<file path="config.mk">
export PLATFORM = sky130hd
export DESIGN_NAME = nest_irq_ctrl
export DESIGN_NICKNAME = d
export VERILOG_FILES = /design/src/rtl/nic_pkg.sv /design/src/rtl/nic_sync.sv /design/src/rtl/nic_prio.sv /design/src/rtl/nic_elig.sv /design/src/rtl/nest_irq_ctrl.sv
export SDC_FILE = /design/constraint.sdc
export NUM_CORES = 1
export LEC_CHECK = 0
export ABC_AREA = 1
export BUFFER_PORTS_ARGS = -buffer_cell sky130_fd_sc_hd__buf_2
export CAP_MARGIN = 20
export CORE_ASPECT_RATIO = 0.8
export CORE_MARGIN = 1
export CORE_UTILIZATION = 37
export DETAILED_ROUTE_END_ITERATION = 6
export SLEW_MARGIN = 25
export SYNTH_ARGS = -nofsm -noshare
export SYNTH_HDL_FRONTEND = slang
export SYNTH_HIERARCHICAL = 1
export SYNTH_SLANG_ARGS = --single-unit
</file>
<file path="constraint.sdc">
create_clock -name clk -period 1.9 [get_ports clk]
set_input_delay 0.095 -clock clk [delete_from_list [all_inputs] [get_ports clk]]
set_output_delay 0.095 -clock clk [all_outputs]
set_load 0.005 [all_outputs]
</file>
<file path="src/rtl/nic_pkg.sv">
package nic_pkg;
    localparam int unsigned NIC_LINES = 8;
    localparam int unsigned NIC_IDX_W = $clog2(NIC_LINES);
    localparam int unsigned NIC_VEC_W = 8;
    localparam logic [7:0]  NIC_EOI_CMD = 8'h20;

    typedef logic [NIC_LINES-1:0] nic_bits_t;

    typedef enum logic [1:0] {
        SEL_MASK = 2'd0,
        SEL_MODE = 2'd1,
        SEL_BASE = 2'd2,
        SEL_CMD  = 2'd3
    } nic_sel_e;

    typedef struct packed {
        nic_bits_t              pend;
        nic_bits_t              isr;
        nic_bits_t              mask;
        nic_bits_t              mode;
        logic [NIC_VEC_W-1:0]   base;
        logic [NIC_VEC_W-1:0]   vec;
    } nic_state_t;
endpackage

</file>
<file path="src/rtl/nic_sync.sv">
module nic_sync #(
    parameter int unsigned N      = 8,
    parameter int unsigned STAGES = 2
) (
    input  logic         clk,
    input  logic         rst_n,
    input  logic [N-1:0] async_i,
    output logic [N-1:0] sync_o,
    output logic [N-1:0] rise_o
);
    logic [N-1:0] prev_q;

    for (genvar i = 0; i < N; i++) begin : g_line
        logic [STAGES-1:0] chain_q;
        always_ff @(posedge clk or negedge rst_n) begin
            if (!rst_n) chain_q <= '0;
            else        chain_q <= {chain_q[STAGES-2:0], async_i[i]};
        end
        assign sync_o[i] = chain_q[STAGES-1];
    end

    always_ff @(posedge clk or negedge rst_n) begin
        if (!rst_n) prev_q <= '0;
        else        prev_q <= sync_o;
    end

    assign rise_o = sync_o & ~prev_q;
endmodule

</file>
<file path="src/rtl/nic_prio.sv">
module nic_prio #(
    parameter int unsigned N  = 8,
    localparam int unsigned IW = $clog2(N)
) (
    input  logic [N-1:0]  vec_i,
    output logic          found_o,
    output logic [IW-1:0] idx_o,
    output logic [N-1:0]  onehot_o
);
    always_comb begin
        found_o  = 1'b0;
        idx_o    = '0;
        onehot_o = '0;
        for (int i = N - 1; i >= 0; i--) begin
            if (vec_i[i]) begin
                found_o  = 1'b1;
                idx_o    = IW'(i);
                onehot_o = N'(1) << i;
            end
        end
    end
endmodule

</file>
<file path="src/rtl/nic_elig.sv">
module nic_elig #(
    parameter int unsigned N = 8
) (
    input  logic [N-1:0] req_i,
    input  logic [N-1:0] isr_i,
    output logic [N-1:0] elig_o
);
    logic [N:0] blocked;

    assign blocked[0] = 1'b0;
    for (genvar i = 0; i < N; i++) begin : g_chain
        assign blocked[i+1] = blocked[i] | isr_i[i];
        assign elig_o[i]    = req_i[i] & ~blocked[i+1];
    end
endmodule

</file>
<file path="src/rtl/nest_irq_ctrl.sv">
module nest_irq_ctrl
    import nic_pkg::*;
(
    input  logic                 clk,
    input  logic                 rst_n,
    input  logic [NIC_LINES-1:0] irq_in,
    input  logic                 ack,
    input  logic                 wr_en,
    input  logic [1:0]           wr_sel,
    input  logic [7:0]           wr_data,
    output logic                 irq_o,
    output logic [NIC_VEC_W-1:0] vector_o
);
    localparam int unsigned SYNC_STAGES = 2;

    nic_state_t st_d, st_q;

    nic_bits_t sync_w, rise_w, req_w, elig_w;
    nic_bits_t grant_oh, retire_oh;
    logic [NIC_IDX_W-1:0] grant_idx, retire_idx;
    logic grant_found, retire_found;
    logic eoi_w;

    nic_bits_t isr_w, pend_w, mask_w;

    nic_sync #(.N(NIC_LINES), .STAGES(SYNC_STAGES)) u_sync (
        .clk     (clk),
        .rst_n   (rst_n),
        .async_i (irq_in),
        .sync_o  (sync_w),
        .rise_o  (rise_w)
    );

    assign req_w = st_q.pend & ~st_q.mask;

    nic_elig #(.N(NIC_LINES)) u_elig (
        .req_i  (req_w),
        .isr_i  (st_q.isr),
        .elig_o (elig_w)
    );

    nic_prio #(.N(NIC_LINES)) u_grant (
        .vec_i    (elig_w),
        .found_o  (grant_found),
        .idx_o    (grant_idx),
        .onehot_o (grant_oh)
    );

    nic_prio #(.N(NIC_LINES)) u_retire (
        .vec_i    (st_q.isr),
        .found_o  (retire_found),
        .idx_o    (retire_idx),
        .onehot_o (retire_oh)
    );

    assign eoi_w = wr_en && (nic_sel_e'(wr_sel) == SEL_CMD) && (wr_data == NIC_EOI_CMD);

    always_comb begin
        nic_bits_t take_d;
        nic_bits_t drop_d;
        st_d   = st_q;
        take_d = '0;
        drop_d = '0;

        if (ack) begin
            if (grant_found) begin
                take_d = grant_oh;
                st_d.vec = {st_q.base[NIC_VEC_W-1:NIC_IDX_W], grant_idx};
            end else begin
                st_d.vec = {st_q.base[NIC_VEC_W-1:NIC_IDX_W], {NIC_IDX_W{1'b1}}};
            end
        end

        if (eoi_w && retire_found) drop_d = retire_oh;

        st_d.isr = (st_q.isr & ~drop_d) | take_d;

        for (int i = 0; i < NIC_LINES; i++) begin
            if (st_q.mode[i]) st_d.pend[i] = sync_w[i];
            else              st_d.pend[i] = (st_q.pend[i] & ~take_d[i]) | rise_w[i];
        end

        if (wr_en) begin
            case (nic_sel_e'(wr_sel))
                SEL_MASK: st_d.mask = wr_data[NIC_LINES-1:0];
                SEL_MODE: st_d.mode = wr_data[NIC_LINES-1:0];
                SEL_BASE: st_d.base = wr_data;
                default:  ;
            endcase
        end
    end

    always_ff @(posedge clk or negedge rst_n) begin
        if (!rst_n) begin
            st_q.pend <= '0;
            st_q.isr  <= '0;
            st_q.mask <= '1;
            st_q.mode <= '0;
            st_q.base <= '0;
            st_q.vec  <= '0;
        end else begin
            st_q <= st_d;
        end
    end

    assign irq_o    = |elig_w;
    assign vector_o = st_q.vec;

    assign isr_w  = st_q.isr;
    assign pend_w = st_q.pend;
    assign mask_w = st_q.mask;
endmodule

</file>
* Word-level counts from Yosys, hierarchy flattened *
Index checks and enable logic that the tools add are counted.

operators by class
  equal/unequal tests = 4
  multiplexer cells = 52
  bitwise operators = 54
  reduce and logical (&&, ||, !) cells = 8

operator list
  cell                                                                   count
  8-bit two-way mux                                                      19
  3-bit two-way mux                                                      9
  8-bit AND                                                              3
  1-bit two-way mux                                                      24
  8-bit NOT                                                              3
  1-bit AND                                                              16
  1-bit NOT                                                              16
  1-bit bitwise OR                                                       15
  8-bit by 6-bit equality test with 1-bit output, second input constant  1
  8-bit bitwise OR                                                       1
  8-bit OR reduction                                                     1
  2-bit AND reduction                                                    3
  2-bit equality test, second input constant                             2
  1-bit logical AND                                                      3
  2-bit by 1-bit equality test with 1-bit output, second input constant  1
  2-bit logical NOT                                                      1

word-level totals
  register bits = 72
  bits of input ports = 22
  output and inout port bits = 9
  logic and storage cells = 133

* Longest topological paths before layout *
  depth in word-level cells = 23
  gate-level depth with buffers = 13
  depth with buffers taken out = 13

* By module *
Netlist, hierarchy kept.

by module, submodules not included
  module         instances  cells an instance  area an instance (µm²)  seq. area each (µm²)
  nest_irq_ctrl  1          217                1918.1                  1136.1
  nic_sync       1          48                 740.7                   600.6
  nic_prio       2          32                 191.4                   0.0
  nic_elig       1          21                 111.4                   0.0

* Worst setup path after synthesis *
OpenSTA, ideal clock, no wires.

  kind = register to register
  from = register st_q, in the netlist isr_w[0]
  to = register st_q, in the netlist pend_w[0]
  library setup time = 0.122 ns
  arrival = 1.851 ns
  data required time = 1.778 ns
  slack = -0.073 ns
  stages on the path, launching flop included = 13
  path buffers = 0
  clock period less this slack = 1.973 ns
  cells stage by stage = dfrtp_1 -> nor2_2 -> nand3_2 -> nor3b_1 -> nor2_2 -> inv_2 -> nor2_4 -> nand3_1 -> nand2_2 -> inv_2 -> nand2_1 -> a21oi_1 -> o21ai_1

RTL lines
  item                    RTL line              text
  from (decl)             nest_irq_ctrl.sv:16   nic_state_t st_d, st_q;
  from (signal assigned)  nest_irq_ctrl.sv:102  st_q <= st_d;

* Final worst setup path *
  from = register st_q, in the netlist mask_w[4]
  to = output port irq_o

between the ends
  cells in the longest elaborated chain, start to end = 4

ends and longest elaborated chain
  item                RTL line              text
  8-bit NOT           nest_irq_ctrl.sv:34   assign req_w = st_q.pend & ~st_q.mask;
  8-bit AND           nest_irq_ctrl.sv:34
  net req_w[4]        nest_irq_ctrl.sv:18   nic_bits_t sync_w, rise_w, req_w, elig_w;
  1-bit AND           nic_elig.sv:13        assign elig_o[i] = req_i[i] & ~blocked[i+1];
  net elig_w[4]       nest_irq_ctrl.sv:18
  8-bit OR reduction  nest_irq_ctrl.sv:106  assign irq_o = |elig_w;
  to (decl)           nest_irq_ctrl.sv:11   output logic irq_o,

The timed path passes the listed nets, and every way through them passes these cells.

==> summary.md <==
| Metric | Value |
|---|---|
| Area Growth Syn to Fin | `23.5%` |
| Syn_nets | `364` |
| Slew margin rel. | `68.5%` |
| Status | `finished clean` |
| Hold crit path type | `input port to flip-flop` |
| Total track usage | `15.7%` |
| Hold path depth | `3` |
| DIE WIDTH | `105 um` |
| Pre-CTS setup slack | `-0.0127 ns` |
| Power per cell area | `1140 nW/um^2` |
| Worst R2R Path Depth | `13` |
| Hold Fails Final Rpt | `0` |
| CTS tree | `done` |
| Area of the die | `8790 um^2` |
| Global-route wire length before repair | `10,500 um` |
| Overall power | `4.38 mW` |
| Critical path class | `flip-flop to output pin` |
| CP max-delay cell | `dfstp_2` |
| Slew Limit Fails | `0` |
| Die Height | `84.1 um` |
| Worst r2r src | `isr_w[0]` |
| DP HPWL | `4370 um` |
| Core Area | `8060 um^2` |
| Ys Warns | `6` |
| 1st-iter DRT viols | `135` |
| Peak Freq | `538 MHz` |
| Clock sinks | `69` |
| Worst Skew | `0.0126 ns` |
| Max-cap viol count | `0` |
| Vias post-DR | `2,235` |
| Syn Inst Count | `342` |
| Worst stage delay on the critical path | `0.53 ns` |
| Critical Path Source | `mask_w[4]` |
| DRT Wirelength | `6280 um` |
| Antenna Nets Post-Route | `0` |
| Clock Latency Late Sink | `0.35 ns` |
| Nets@finish | `411` |
| Drc violations | `0` |
| Worst Slack Setup Final | `0.0427 ns` |
| Initial antenna violation count | `0` |
| Min Clock Period, post-route | `1.86 ns` |
| Pleak | `1.91 nW` |
| Crit path max fanout | `4` |
| Initial core utilization | `38.7%` |
| RePlAce Congestion | `0.919` |
| Min-delay src | `wr_data[4]` |
| Util after Layout | `47.8%` |
| CP Launch Type | `flip-flop` |
| GRT overflow | `0` |
| Initial DRT Pass Iterations | `5` |
| DR vias/cell | `4.45` |
| CP arrival | `1.76 ns` |
| Worst Setup End Kind | `output pin` |
| CTS Root Cell | `clkbuf_8` |
| Min Hold Slack | `0.0345 ns` |
| Fillers | `801` |
| Std-Cell Rows | `29` |
| Ports | `31` |
| Avg Synthesized Cell Area | `9.11 um^2` |
| Clock buffer depth | `2` |
| Drt wl/cell | `12.5 um` |
| Worst EP required | `1.80 ns` |
| Maximum vdd drop | `0.526 mV` |
| Setup TNS | `0 ns` |
| RSZ-0062 raised after global routing | `true` |
| Register area | `1740 um^2` |
| Fin crit share | `97.8%` |
| Cell area after synthesis | `3120 um^2` |
| CTS clock-pin slew for the worst setup and hold paths | `0.07 ns` |
| CTS H-tree lvls | `3` |
| Share of cells above drive strength 1 | `36.5%` |
| Number of global-route vias before repair | `2,172` |
| Multi-input gate area | `1180 um^2` |
| # setup viols final | `0` |
| Least-Margin Pin Slew | `0.472 ns` |
| Port bufs | `30` |
| Largest net degree at the start of global routing | `36` |
| CTS Buf Count | `9` |
| CP Cell Sequence | `nor2_1, nor3b_2, buf_4, nor4_2, nand2_1, buf_2` |
| Antenna diode count | `0` |
sequential cells by signal, summed over array words and instances, names as in the netlist:
signal / count
vector_o: 8
u_sync/g_line.chain_q: 16
mask_w: 8
isr_w: 8
u_sync/prev_q: 8
st_q: 13
pend_w: 8
placed cells by master (no fill, tap or decap), types with 2 or more instances in the layout:
master	n
clkbuf_8	11
nor2_1	20
nand2_4	8
dfstp_2	8
nand3_1	10
o22a_1	3
nand3_2	4
or2_4	2
buf_2	30
nand2_2	7
nor2_2	16
inv_1	44
inv_2	6
o21ai_1	23
nor2_4	8
a21oi_2	10
dfrtp_1	61
nor3_2	6
nor4_2	2
buf_4	15
dlygate4sd3_1	11
o21ai_0	5
nand2_1	70
clkinv_2	2
worst paths after layout:
| check | slack [ns] | to |
|---|---|---|
| max in group asynchronous | 1.02 | mask_w[6] |
| max reg2reg | 0.07 | pend_w[0] |
| min in group asynchronous | 0.23 | u_sync/g_line[5].chain_q[1] |
| max | 0.04 | irq_o |
| min | 0.03 | mask_w[4] |
| min reg2reg | 0.35 | u_sync/g_line[7].chain_q[1] |
critical path: cells and delay by family (launching register included):
kind	cells	cell delay, ns
buffers and inverters	2	0.31
DFF	1	0.53
and+or+nand+nor	4	0.58
power by group:
part,leakage [nW],internal [mW],switching (mW)
clock,0.102,0.673,0.523
sequential,0.811,1.74,0.183
combinational,0.997,0.523,0.732
per-layer routing:
metal  global-route usage, %  wire (um)  vias up
li1                        -          -     1138
met1                    21.9       3220     1049
met2                    23.2       2720       40
met3                    4.68        271        8
met4                    4.99         63        0
met5                       0          0        -
layout make-up:
type	count	share of cell area [%]
flip-flops and latches	69	45.1
inverters	51	5.30
repair buffers	57	10.2
clock buffers	12	4.03
clock inverters	4	1.24
multi-input cells	201	30.6
well taps	108	3.51
stage by stage:
step | instance area [um^2] | std cells
2_1_floorplan | 3120 | 342
3_5_place_dp | 3370 | 472
6_report | 3850 | 502
3_3_place_gp | 3370 | 472
5_1_grt | 3850 | 502
4_1_cts | 3680 | 499
repair_timing:
item,CTS,global route
endpoints found under the setup margin,5,10
resized for setup,1,39
hold buffers,11,0
endpoints found under the hold margin,26,0
cloned,0,0
setup buffers,0,3
pin swaps,0,14
Power figures use the tool's default switching activity.
